<file path="config.mk">
export PLATFORM = sky130hd
export DESIGN_NAME = flash_block_guard
export DESIGN_NICKNAME = d
export VERILOG_FILES = /design/src/rtl/fbg_pkg.sv /design/src/rtl/fbg_map.sv /design/src/rtl/fbg_gate.sv /design/src/rtl/fbg_track.sv /design/src/rtl/flash_block_guard.sv
export SDC_FILE = /design/constraint.sdc
export NUM_CORES = 1
export LEC_CHECK = 0
export BUFFER_PORTS_ARGS = -buffer_cell sky130_fd_sc_hd__buf_4
export CAP_MARGIN = 20
export CORE_MARGIN = 3
export CORE_UTILIZATION = 30
export CTS_BUF_LIST = sky130_fd_sc_hd__clkbuf_16
export CTS_CLUSTER_DIAMETER = 30
export DETAILED_ROUTE_END_ITERATION = 6
export GPL_TIMING_DRIVEN = 0
export PLACE_DENSITY = 0.74
export SETUP_SLACK_MARGIN = 0.1
export SLEW_MARGIN = 30
export SYNTH_ARGS = -nofsm -noshare
export SYNTH_HDL_FRONTEND = slang
export SYNTH_SLANG_ARGS = --single-unit
</file>
<file path="constraint.sdc">
create_clock -name clk -period 5.1 [get_ports clk]
set_input_delay 1.53 -clock clk [delete_from_list [all_inputs] [get_ports clk]]
set_output_delay 1.53 -clock clk [all_outputs]
set_load 0.01 [all_outputs]
</file>
<file path="src/rtl/fbg_pkg.sv">
`timescale 1ns/1ps
package fbg_pkg;
  localparam int ADDR_W      = 20;                 // byte address width
  localparam int WORD_W      = ADDR_W - 1;         // word address width
  localparam int BLOCKS      = 11;
  localparam int IDX_W       = $clog2(BLOCKS);
  localparam int BOOT_BYTES  = 1 << 14;
  localparam int PARAM_BYTES = 1 << 13;
  localparam int MAIN0_BYTES = 3 << 15;
  localparam int MAIN_BYTES  = 1 << 17;
  localparam int MAIN_SH     = $clog2(MAIN_BYTES);
  localparam int BOOT_IDX    = 0;
  localparam int FIRST_MAIN  = 3;                  // index of the short main block

  typedef struct packed {
    logic             erase;
    logic             boot;
  } op_req_t;
endpackage

</file>
<file path="src/rtl/fbg_map.sv">
`timescale 1ns/1ps
module fbg_map
  import fbg_pkg::*;
#(
  parameter bit TOP_BOOT = 1'b0
) (
  input  logic [ADDR_W-1:0] addr,
  output logic [IDX_W-1:0]  idx,
  output logic [ADDR_W-1:0] base,
  output logic [ADDR_W-1:0] size,
  output logic [ADDR_W-1:0] offset
);
  // Cumulative ends of the small blocks in the bottom-boot view
  localparam logic [ADDR_W-1:0] END_BOOT = ADDR_W'(BOOT_BYTES);
  localparam logic [ADDR_W-1:0] END_P0   = END_BOOT + ADDR_W'(PARAM_BYTES);
  localparam logic [ADDR_W-1:0] END_P1   = END_P0 + ADDR_W'(PARAM_BYTES);
  localparam logic [ADDR_W-1:0] END_M0   = END_P1 + ADDR_W'(MAIN0_BYTES);

  logic [ADDR_W-1:0] mapped;   // address as seen in the bottom-boot view
  logic [ADDR_W-1:0] low_base; // base in the bottom-boot view

  generate
    if (TOP_BOOT) begin : g_top
      // mirroring: address a maps to ~a, a block [b, b+s) maps to [-(b+s), -b)
      assign mapped = ~addr;
      assign base   = ADDR_W'(0) - low_base - size;
    end else begin : g_bottom
      assign mapped = addr;
      assign base   = low_base;
    end
  endgenerate

  always_comb begin
    if (mapped < END_BOOT) begin
      idx      = IDX_W'(BOOT_IDX);
      low_base = '0;
      size     = ADDR_W'(BOOT_BYTES);
    end else if (mapped < END_P0) begin
      idx      = IDX_W'(BOOT_IDX + 1);
      low_base = END_BOOT;
      size     = ADDR_W'(PARAM_BYTES);
    end else if (mapped < END_P1) begin
      idx      = IDX_W'(BOOT_IDX + 2);
      low_base = END_P0;
      size     = ADDR_W'(PARAM_BYTES);
    end else if (mapped < END_M0) begin
      idx      = IDX_W'(FIRST_MAIN);
      low_base = END_P1;
      size     = ADDR_W'(MAIN0_BYTES);
    end else begin
      // full-size main blocks sit on natural 128 KiB boundaries
      idx      = IDX_W'(FIRST_MAIN) + IDX_W'(mapped[ADDR_W-1:MAIN_SH]);
      low_base = ADDR_W'(mapped[ADDR_W-1:MAIN_SH]) << MAIN_SH;
      size     = ADDR_W'(MAIN_BYTES);
    end
  end

  assign offset = addr - base;
endmodule

</file>
<file path="src/rtl/fbg_gate.sv">
`timescale 1ns/1ps
module fbg_gate
  import fbg_pkg::*;
(
  input  logic clk,
  input  logic rst_n,
  input  logic req_valid,
  input  logic req_erase,
  input  logic is_boot,
  input  logic vpp_ok,
  input  logic unlock,
  input  logic busy,
  output logic start,
  output logic permit,
  output logic err_pulse,
  output logic err_prog,
  output logic err_erase,
  output logic err_vpp
);
  logic    taken;
  logic    allowed;
  op_req_t rq;

  assign rq      = '{erase: req_erase, boot: is_boot};
  assign taken   = req_valid && !busy;
  assign allowed = vpp_ok && (!rq.boot || unlock);
  assign start   = taken && allowed;

  always_ff @(posedge clk or negedge rst_n) begin
    if (!rst_n) begin
      permit    <= 1'b0;
      err_pulse <= 1'b0;
      err_prog  <= 1'b0;
      err_erase <= 1'b0;
      err_vpp   <= 1'b0;
    end else begin
      permit    <= start;
      err_pulse <= taken && !allowed;
      err_prog  <= taken && !allowed && !rq.erase;
      err_erase <= taken && !allowed && rq.erase;
      err_vpp   <= taken && !vpp_ok;
    end
  end

  a_r4_grant_needs_supply: assert property (@(posedge clk) disable iff (!rst_n)
    permit |-> $past(vpp_ok));
  a_r4_supply_flag_is_denial: assert property (@(posedge clk) disable iff (!rst_n)
    err_vpp |-> (err_pulse && !permit));
  a_r5_boot_grant_unlocked: assert property (@(posedge clk) disable iff (!rst_n)
    (permit && $past(is_boot)) |-> $past(unlock));
  a_r4_one_cause_flag: assert property (@(posedge clk) disable iff (!rst_n)
    err_pulse |-> $onehot({err_prog, err_erase}));
  a_r9_busy_silent: assert property (@(posedge clk) disable iff (!rst_n)
    ($past(busy) && $past(req_valid)) |-> !(permit || err_pulse));
endmodule

</file>
<file path="src/rtl/fbg_track.sv">
`timescale 1ns/1ps
module fbg_track (
  input  logic clk,
  input  logic rst_n,
  input  logic start,
  input  logic start_boot,
  input  logic op_done,
  input  logic vpp_ok,
  input  logic unlock,
  output logic op_active,
  output logic abort_pulse
);
  logic op_boot;
  logic lost;

  // completion takes precedence over a same-cycle condition loss
  assign lost = op_active && !op_done && (!vpp_ok || (op_boot && !unlock));

  always_ff @(posedge clk or negedge rst_n) begin
    if (!rst_n) begin
      op_active   <= 1'b0;
      op_boot     <= 1'b0;
      abort_pulse <= 1'b0;
    end else begin
      abort_pulse <= lost;
      if (start) begin
        op_active <= 1'b1;
        op_boot   <= start_boot;
      end else if (op_done || lost) begin
        op_active <= 1'b0;
        op_boot   <= 1'b0;
      end
    end
  end

  a_r8_abort_ends_op: assert property (@(posedge clk) disable iff (!rst_n)
    abort_pulse |-> ($past(op_active) && !op_active));
  a_r8_abort_single: assert property (@(posedge clk) disable iff (!rst_n)
    abort_pulse |=> !abort_pulse);
  a_r9_done_clears: assert property (@(posedge clk) disable iff (!rst_n)
    (op_active && op_done) |=> (!op_active && !abort_pulse));
  a_r8_supply_watched: assert property (@(posedge clk) disable iff (!rst_n)
    (op_active && !op_done && !vpp_ok) |=> abort_pulse);
endmodule

</file>
<file path="src/rtl/flash_block_guard.sv">
`timescale 1ns/1ps
module flash_block_guard
  import fbg_pkg::*;
#(
  parameter bit TOP_BOOT = 1'b0,
  parameter bit HAS_WP   = 1'b1
) (
  input  logic              clk,
  input  logic              rst_n,
  input  logic [WORD_W-1:0] word_addr,
  input  logic              byte_lsb,
  input  logic              byte_mode,
  input  logic              wp_pin,
  input  logic              hv_unlock,
  input  logic              vpp_ok,
  input  logic              req_valid,
  input  logic              req_erase,
  input  logic              op_done,
  output logic [IDX_W-1:0]  blk_idx,
  output logic [ADDR_W-1:0] blk_base,
  output logic [ADDR_W-1:0] blk_size,
  output logic [ADDR_W-1:0] blk_offset,
  output logic              blk_is_boot,
  output logic              permit,
  output logic              err_pulse,
  output logic              err_prog,
  output logic              err_erase,
  output logic              err_vpp,
  output logic              abort_pulse,
  output logic              op_active
);
  logic [ADDR_W-1:0] byte_addr;
  logic              unlock;
  logic              start;

  assign byte_addr = byte_mode ? {word_addr, byte_lsb} : {word_addr, 1'b0};

  generate
    if (HAS_WP) begin : g_wp
      assign unlock = hv_unlock || wp_pin;
    end else begin : g_no_wp
      assign unlock = hv_unlock;
    end
  endgenerate

  fbg_map #(.TOP_BOOT(TOP_BOOT)) u_map (
    .addr   (byte_addr),
    .idx    (blk_idx),
    .base   (blk_base),
    .size   (blk_size),
    .offset (blk_offset)
  );

  assign blk_is_boot = (blk_idx == IDX_W'(BOOT_IDX));

  fbg_gate u_gate (
    .clk       (clk),
    .rst_n     (rst_n),
    .req_valid (req_valid),
    .req_erase (req_erase),
    .is_boot   (blk_is_boot),
    .vpp_ok    (vpp_ok),
    .unlock    (unlock),
    .busy      (op_active),
    .start     (start),
    .permit    (permit),
    .err_pulse (err_pulse),
    .err_prog  (err_prog),
    .err_erase (err_erase),
    .err_vpp   (err_vpp)
  );

  fbg_track u_track (
    .clk         (clk),
    .rst_n       (rst_n),
    .start       (start),
    .start_boot  (blk_is_boot),
    .op_done     (op_done),
    .vpp_ok      (vpp_ok),
    .unlock      (unlock),
    .op_active   (op_active),
    .abort_pulse (abort_pulse)
  );

  a_r1_offset_inside: assert property (@(posedge clk) disable iff (!rst_n)
    blk_offset < blk_size);
  a_r1_index_range: assert property (@(posedge clk) disable iff (!rst_n)
    blk_idx < IDX_W'(BLOCKS));
  a_r6_grant_starts_op: assert property (@(posedge clk) disable iff (!rst_n)
    permit |-> op_active);

  generate
    if (!HAS_WP) begin : g_chk_no_wp
      a_r7_only_hv_unlocks: assert property (@(posedge clk) disable iff (!rst_n)
        (permit && $past(blk_is_boot)) |-> $past(hv_unlock));
    end
  endgenerate
endmodule

</file>
Word level (Yosys, flattened, before mapping)
Index checks and enable logic that the tools add are counted.

storage, ports and cells
  bits in writable memories = 0
  ROM bits = 0
  bits in registers = 8
  word-level logic and storage cells = 53
  bits in latches = 0
  output and inout bits = 72
  memories kept = 0

operators by class
  bitwise gates (word level) = 0
  $lt $le $gt $ge = 4
  reduce and logical (&&, ||, !) cells = 23
  multiplexer cells = 16
  multipliers = 0
  add/subtract/negate cells = 2
  shift operators = 0
  divide/modulo/power cells = 0
  eq/ne operators = 0

operators by type and width
  operator              number
  $mux 20               7
  $lt 20x15->1 const B  2
  $lt 20x16->1 const B  1
  $lt 20x18->1 const B  1
  $sub 20x20->20        1
  $mux 18               1
  $mux 4                4
  $logic_and 1x1->1     10
  $logic_not 1->1       7
  $add 2x3->4 const A   1
  $logic_not 4->1       1
  $logic_or 1x1->1      4
  $mux 1                4
  $reduce_bool 2->1     1

Logic depth before layout (Yosys ltp)
  depth in word-level cells = 13
  depth in mapped cells = 11
  mapped depth without buffers = 10

Modules after synthesis
From an unflattened synthesis, not the netlist that was laid out.

unflattened totals
  cell total of the unflattened synthesis = 123
  area, all modules = 1,031.0 um^2

by module, submodules not included
  module             area an instance (um^2)  sequential area each (um^2)  cells each  times used
  fbg_map            693.2                    0.0                          95          1
  fbg_gate           175.2                    125.1                        13          1
  fbg_track          137.6                    75.1                         12          1
  flash_block_guard  25.0                     0.0                          3           1

Worst setup path before layout
Ideal clock, no wire load.

  path type = input to output
  start = input word_addr[17]
  end = output blk_offset[19]
  stages on the path = 11
  required time = 3,570 ps
  path slack = -415 ps
  data arrival time = 3,985 ps
  cells stage by stage = or3_1 > buf_6 > nor3_1 > nand2_1 > nor2_1 > ha_1 > inv_1 > fa_1 > a211o_1 > a21o_1 > a21oi_1

between the ends
  elaborated cells between the ends (all ways) = 9
  those cells by class = add/sub (1); order compare (4); mux (4)

RTL lines
  what                line                     source
  start: declaration  flash_block_guard.sv:10  input logic [WORD_W-1:0] word_addr,
  $lt 20x16->1        fbg_map.sv:42            end else if (mapped < END_P1) begin
  $mux 20             fbg_map.sv:42
  $mux 20             fbg_map.sv:38            end else if (mapped < END_P0) begin
  $mux 20 *           fbg_map.sv:34            if (mapped < END_BOOT) begin
  net blk_base[13]    flash_block_guard.sv:20  output logic [ADDR_W-1:0] blk_base,
  $sub 20x20->20 *    fbg_map.sv:58            assign offset = addr - base;
  end: declaration    flash_block_guard.sv:22  output logic [ADDR_W-1:0] blk_offset,

Mark *: on every way through the listed nets, which the timed path passes. The rest lies on a longest branch.

Worst setup path after layout
  start = input word_addr[16]
  end = output blk_offset[17]

between the ends
  cells in the longest elaborated chain, start to end = 6
  elaborated cells between the ends (all ways) = 9
  those cells by class = add/sub (1); order compare (4); mux (4)

ends and longest elaborated chain
  what              line           source
  $lt 20x18->1      fbg_map.sv:46  end else if (mapped < END_M0) begin
  $mux 20           fbg_map.sv:46
  $mux 20           fbg_map.sv:42
  $mux 20           fbg_map.sv:38
  $mux 20           fbg_map.sv:34
  $sub 20x20->20 *  fbg_map.sv:58

Every way passes the cells marked *; elsewhere a longest branch is shown, timed or not.

==> impl_results.md <==
- Num CTS Buffers: 3
- Finished Cell Area: 1851 um^2
- Power per Cell Area: 180.1 nW/um^2
- Switch Pwr: 91.98 uW
- FMAX: 0.1895 GHz
- Netlist cell types: 32
- Synth area leader: buf_4
- Drt total wl: 2690 um
- Crit path DAT: 3.75 ns
- H-tree lvl count: 1
- Clock share of power: 39.3%
- Post-DP HPWL: 2210 um
- Final setup vio count: 2
- Syn_area_per_cell: 8.162 um^2
- Overflow after GRT: 0
- RSZ-0062 raised after global routing: yes
- Tmin final: 5.276 ns
- Sequential Power Share: 20.4%
- CP dominant cell by count: buf_4
- First-pass GRT wire length: 4347 um
- CTS tree: built
- Routability cong.: 0.7168
- # rows: 20
- Fin crit share: 103.5%
- Worst path slowest cell: or3_4
- Primary FF master, synth: dfrtp_1
- Num ports: 101
- Register area share after synthesis: 19.16%
- Hold bufs inserted after CTS: 0
- Initial Util: 32.87%
- Leak: 0.001059 uW
- Diodes inserted: 0
- DRT iter0 DRCs: 21
- Worst path cell trace: buf_8 > or3_4 > buf_6 > nor3_4 > nand2_2 > nor2_4 > ha_4 > inv_2 > fa_2 > a211o_1 > buf_4 > xor2_2 > buf_4
- Layout Area Growth over Synthesis: 77.13%
- Logic pwr share: 40.3%
- Async SR Flop Fraction: 100.0%
- Longest Clk Path Bufs: 2
- Share of layout cells above drive strength 1: 57.78%
- Placed Area: 1688 um^2
- Aggregate global-route resource usage: 13.07%
- Top-count cell post-synth: buf_4
- Clk Latency, worst-skew pair: 0.23 ns
- Pre-antenna DRT Iters: 3
- Fin cells: 269
- Filler instances: 308
- Antenna Nets Post-Route: 0
- Crit Path Class: in -> out
- CTS Root Cell: clkbuf_16
- Status: finished with violations
- Post-synth top area share: 31.62%
- Area contributors post-synth: buf_4 (32%), dfrtp_1 (19%), ha_1 (7.2%)
- TritonCTS Sinks: 8
- Die height: 65.01 um
- Clock slew at reported path FFs: 0.04 ns
- Synth Instances: 128
- Core Region: 3178 um^2
- Seq cells post-synth: 8
- Slowest stage delay, CP: 0.36 ns
- Final Hold Fails: 0
- Initial antenna violation count: 0
- Sw Share: 27.60%
- Dpl ws: -0.3934 ns
- Max-slew violation count: 0
- Worst vdd ir: 0.08276 mV
- Critical path data required time: 3.57 ns
- Die Area: 4226 um^2
- Largest net degree at the start of global routing: 9
- Worst hold path class: reg -> reg
- Maxcap violations: 0
- Ys Warns: 0
- Number of flops mapped to enable cells by yosys: 0
- Vias: 1,026
- Placed cells: 258
- DRC Markers: 0
- Setup TNS: -0.3511 ns
- Vias in the first global route: 964
- Critical Path Fanout Max: 8
- Setup WS post-layout: -0.1761 ns
- PortBufs: 58
- Critical Path End Type: output port
- Setup Skew: 0.001625 ns
- CP Launch Type: input pin
- Internal power: 241.3 uW
- Number of vias per cell: 3.814
- Failing checks: setup timing
- Layout Nets: 263
- Die Width: 65.01 um
- Cell Area, Synth: 1045 um^2
- Synth top cells by count: buf_4 (44), inv_1 (10), dfrtp_1 (8), nor2_1 (8), a21oi_1 (7)
- Drt wl/cell: 10.00 um
## layout by cell type, fill, tap and decap left out, drive strengths merged, types with 4 or more instances in the layout
cell    synthesis  final
buf            46    112
conb            1     29
inv            10     10
dfrtp           8      8
nor2            8      8
a21oi           7      7
ha              6      6
nand2           5      5
clkbuf          2      5
nor3            4      4
## registers in the layout, summed over array words and instances, names as in the netlist
name / cells
u_gate.err_erase: 1
u_gate.err_prog: 1
u_gate.err_pulse: 1
u_gate.err_vpp: 1
u_gate.permit: 1
u_track.abort_pulse: 1
u_track.op_active: 1
u_track.op_boot: 1
## worst max-delay path, delay by kind of cell
kind / cells / cell delay (ns)
simple gates: 4 / 0.72
buf+inv: 5 / 0.56
fa+ha+maj: 2 / 0.47
compound gates: 1 / 0.32
xor+xnor: 1 / 0.13
## layout make-up
type                    count  area, um^2  area share, %
plain buffers              49       370.4          20.01
clock buffers               3       75.07          4.057
inverters                  10       37.54          2.028
multi-input cells          89       601.8          32.52
flip-flops and latches      8       200.2          10.82
well taps                  44       55.05          2.975
repair buffers             66       510.5          27.59
## routing by layer
layer | track usage [%] | up-vias | wire length [um]
met5 | 0 | - | 0
met2 | 24.01 | 49 | 1456
met1 | 13.88 | 440 | 963
li1 | - | 533 | -
met3 | 3.120 | 4 | 224
met4 | 6.218 | 0 | 46
## stage by stage
stage	total power [uW]	util (%)	hold slack, ns
floorplan	146.7	-	0.5296
global placement	196.3	53.11	0.5586
detailed placement	197.1	53.11	0.5709
CTS	333.9	57.48	0.5787
global route	354.0	58.23	0.6190
finish	333.3	58.23	0.5753
## worst paths after layout
check | start | to | slack, ns | cells after the start
setup / recovery | word_addr[16] | blk_offset[17] | -0.18 | 13
hold / removal | u_track.op_boot | u_track.op_boot | 0.58 | 2
setup reg to reg | u_track.op_active | u_track.op_active | 4.12 | 3
hold reg to reg | u_track.op_boot | u_track.op_boot | 0.58 | 2
max in group asynchronous | rst_n | u_track.op_active | 3.87 | 1
min in group asynchronous | rst_n | u_gate.err_pulse | 1.11 | 1
## power groups by stage
stage          clock, uW  combinational (uW)  sequential, uW
6_report             131                 134            68.1
5_1_grt              138                 148            68.5
4_1_cts              133                 133            68.0
3_5_place_dp           0                 128            68.8
3_3_place_gp           0                 127            68.8
2_1_floorplan          0                76.4            70.3
## timing repair
action	CTS	global route
resized for setup	6	2
pin swaps	9	7
hold endpoints to repair	0	0
setup endpoints to repair	5	5
buffers inserted	6	2
## cells by family after synthesis
group                    count (synthesis)  synth area share [%]
XOR/XNOR                                 4                 3.354
buffers and inverters                   59                 39.04
AND/OR/NAND/NOR                         30                 15.21
flip-flops                               8                 19.16
adder cells (fa/ha/maj)                  7                 9.102
other                                    1                0.3589
AO/OA/AOI/OAI                           19                 13.77
No activity file was read; power rests on OpenSTA's default activity.
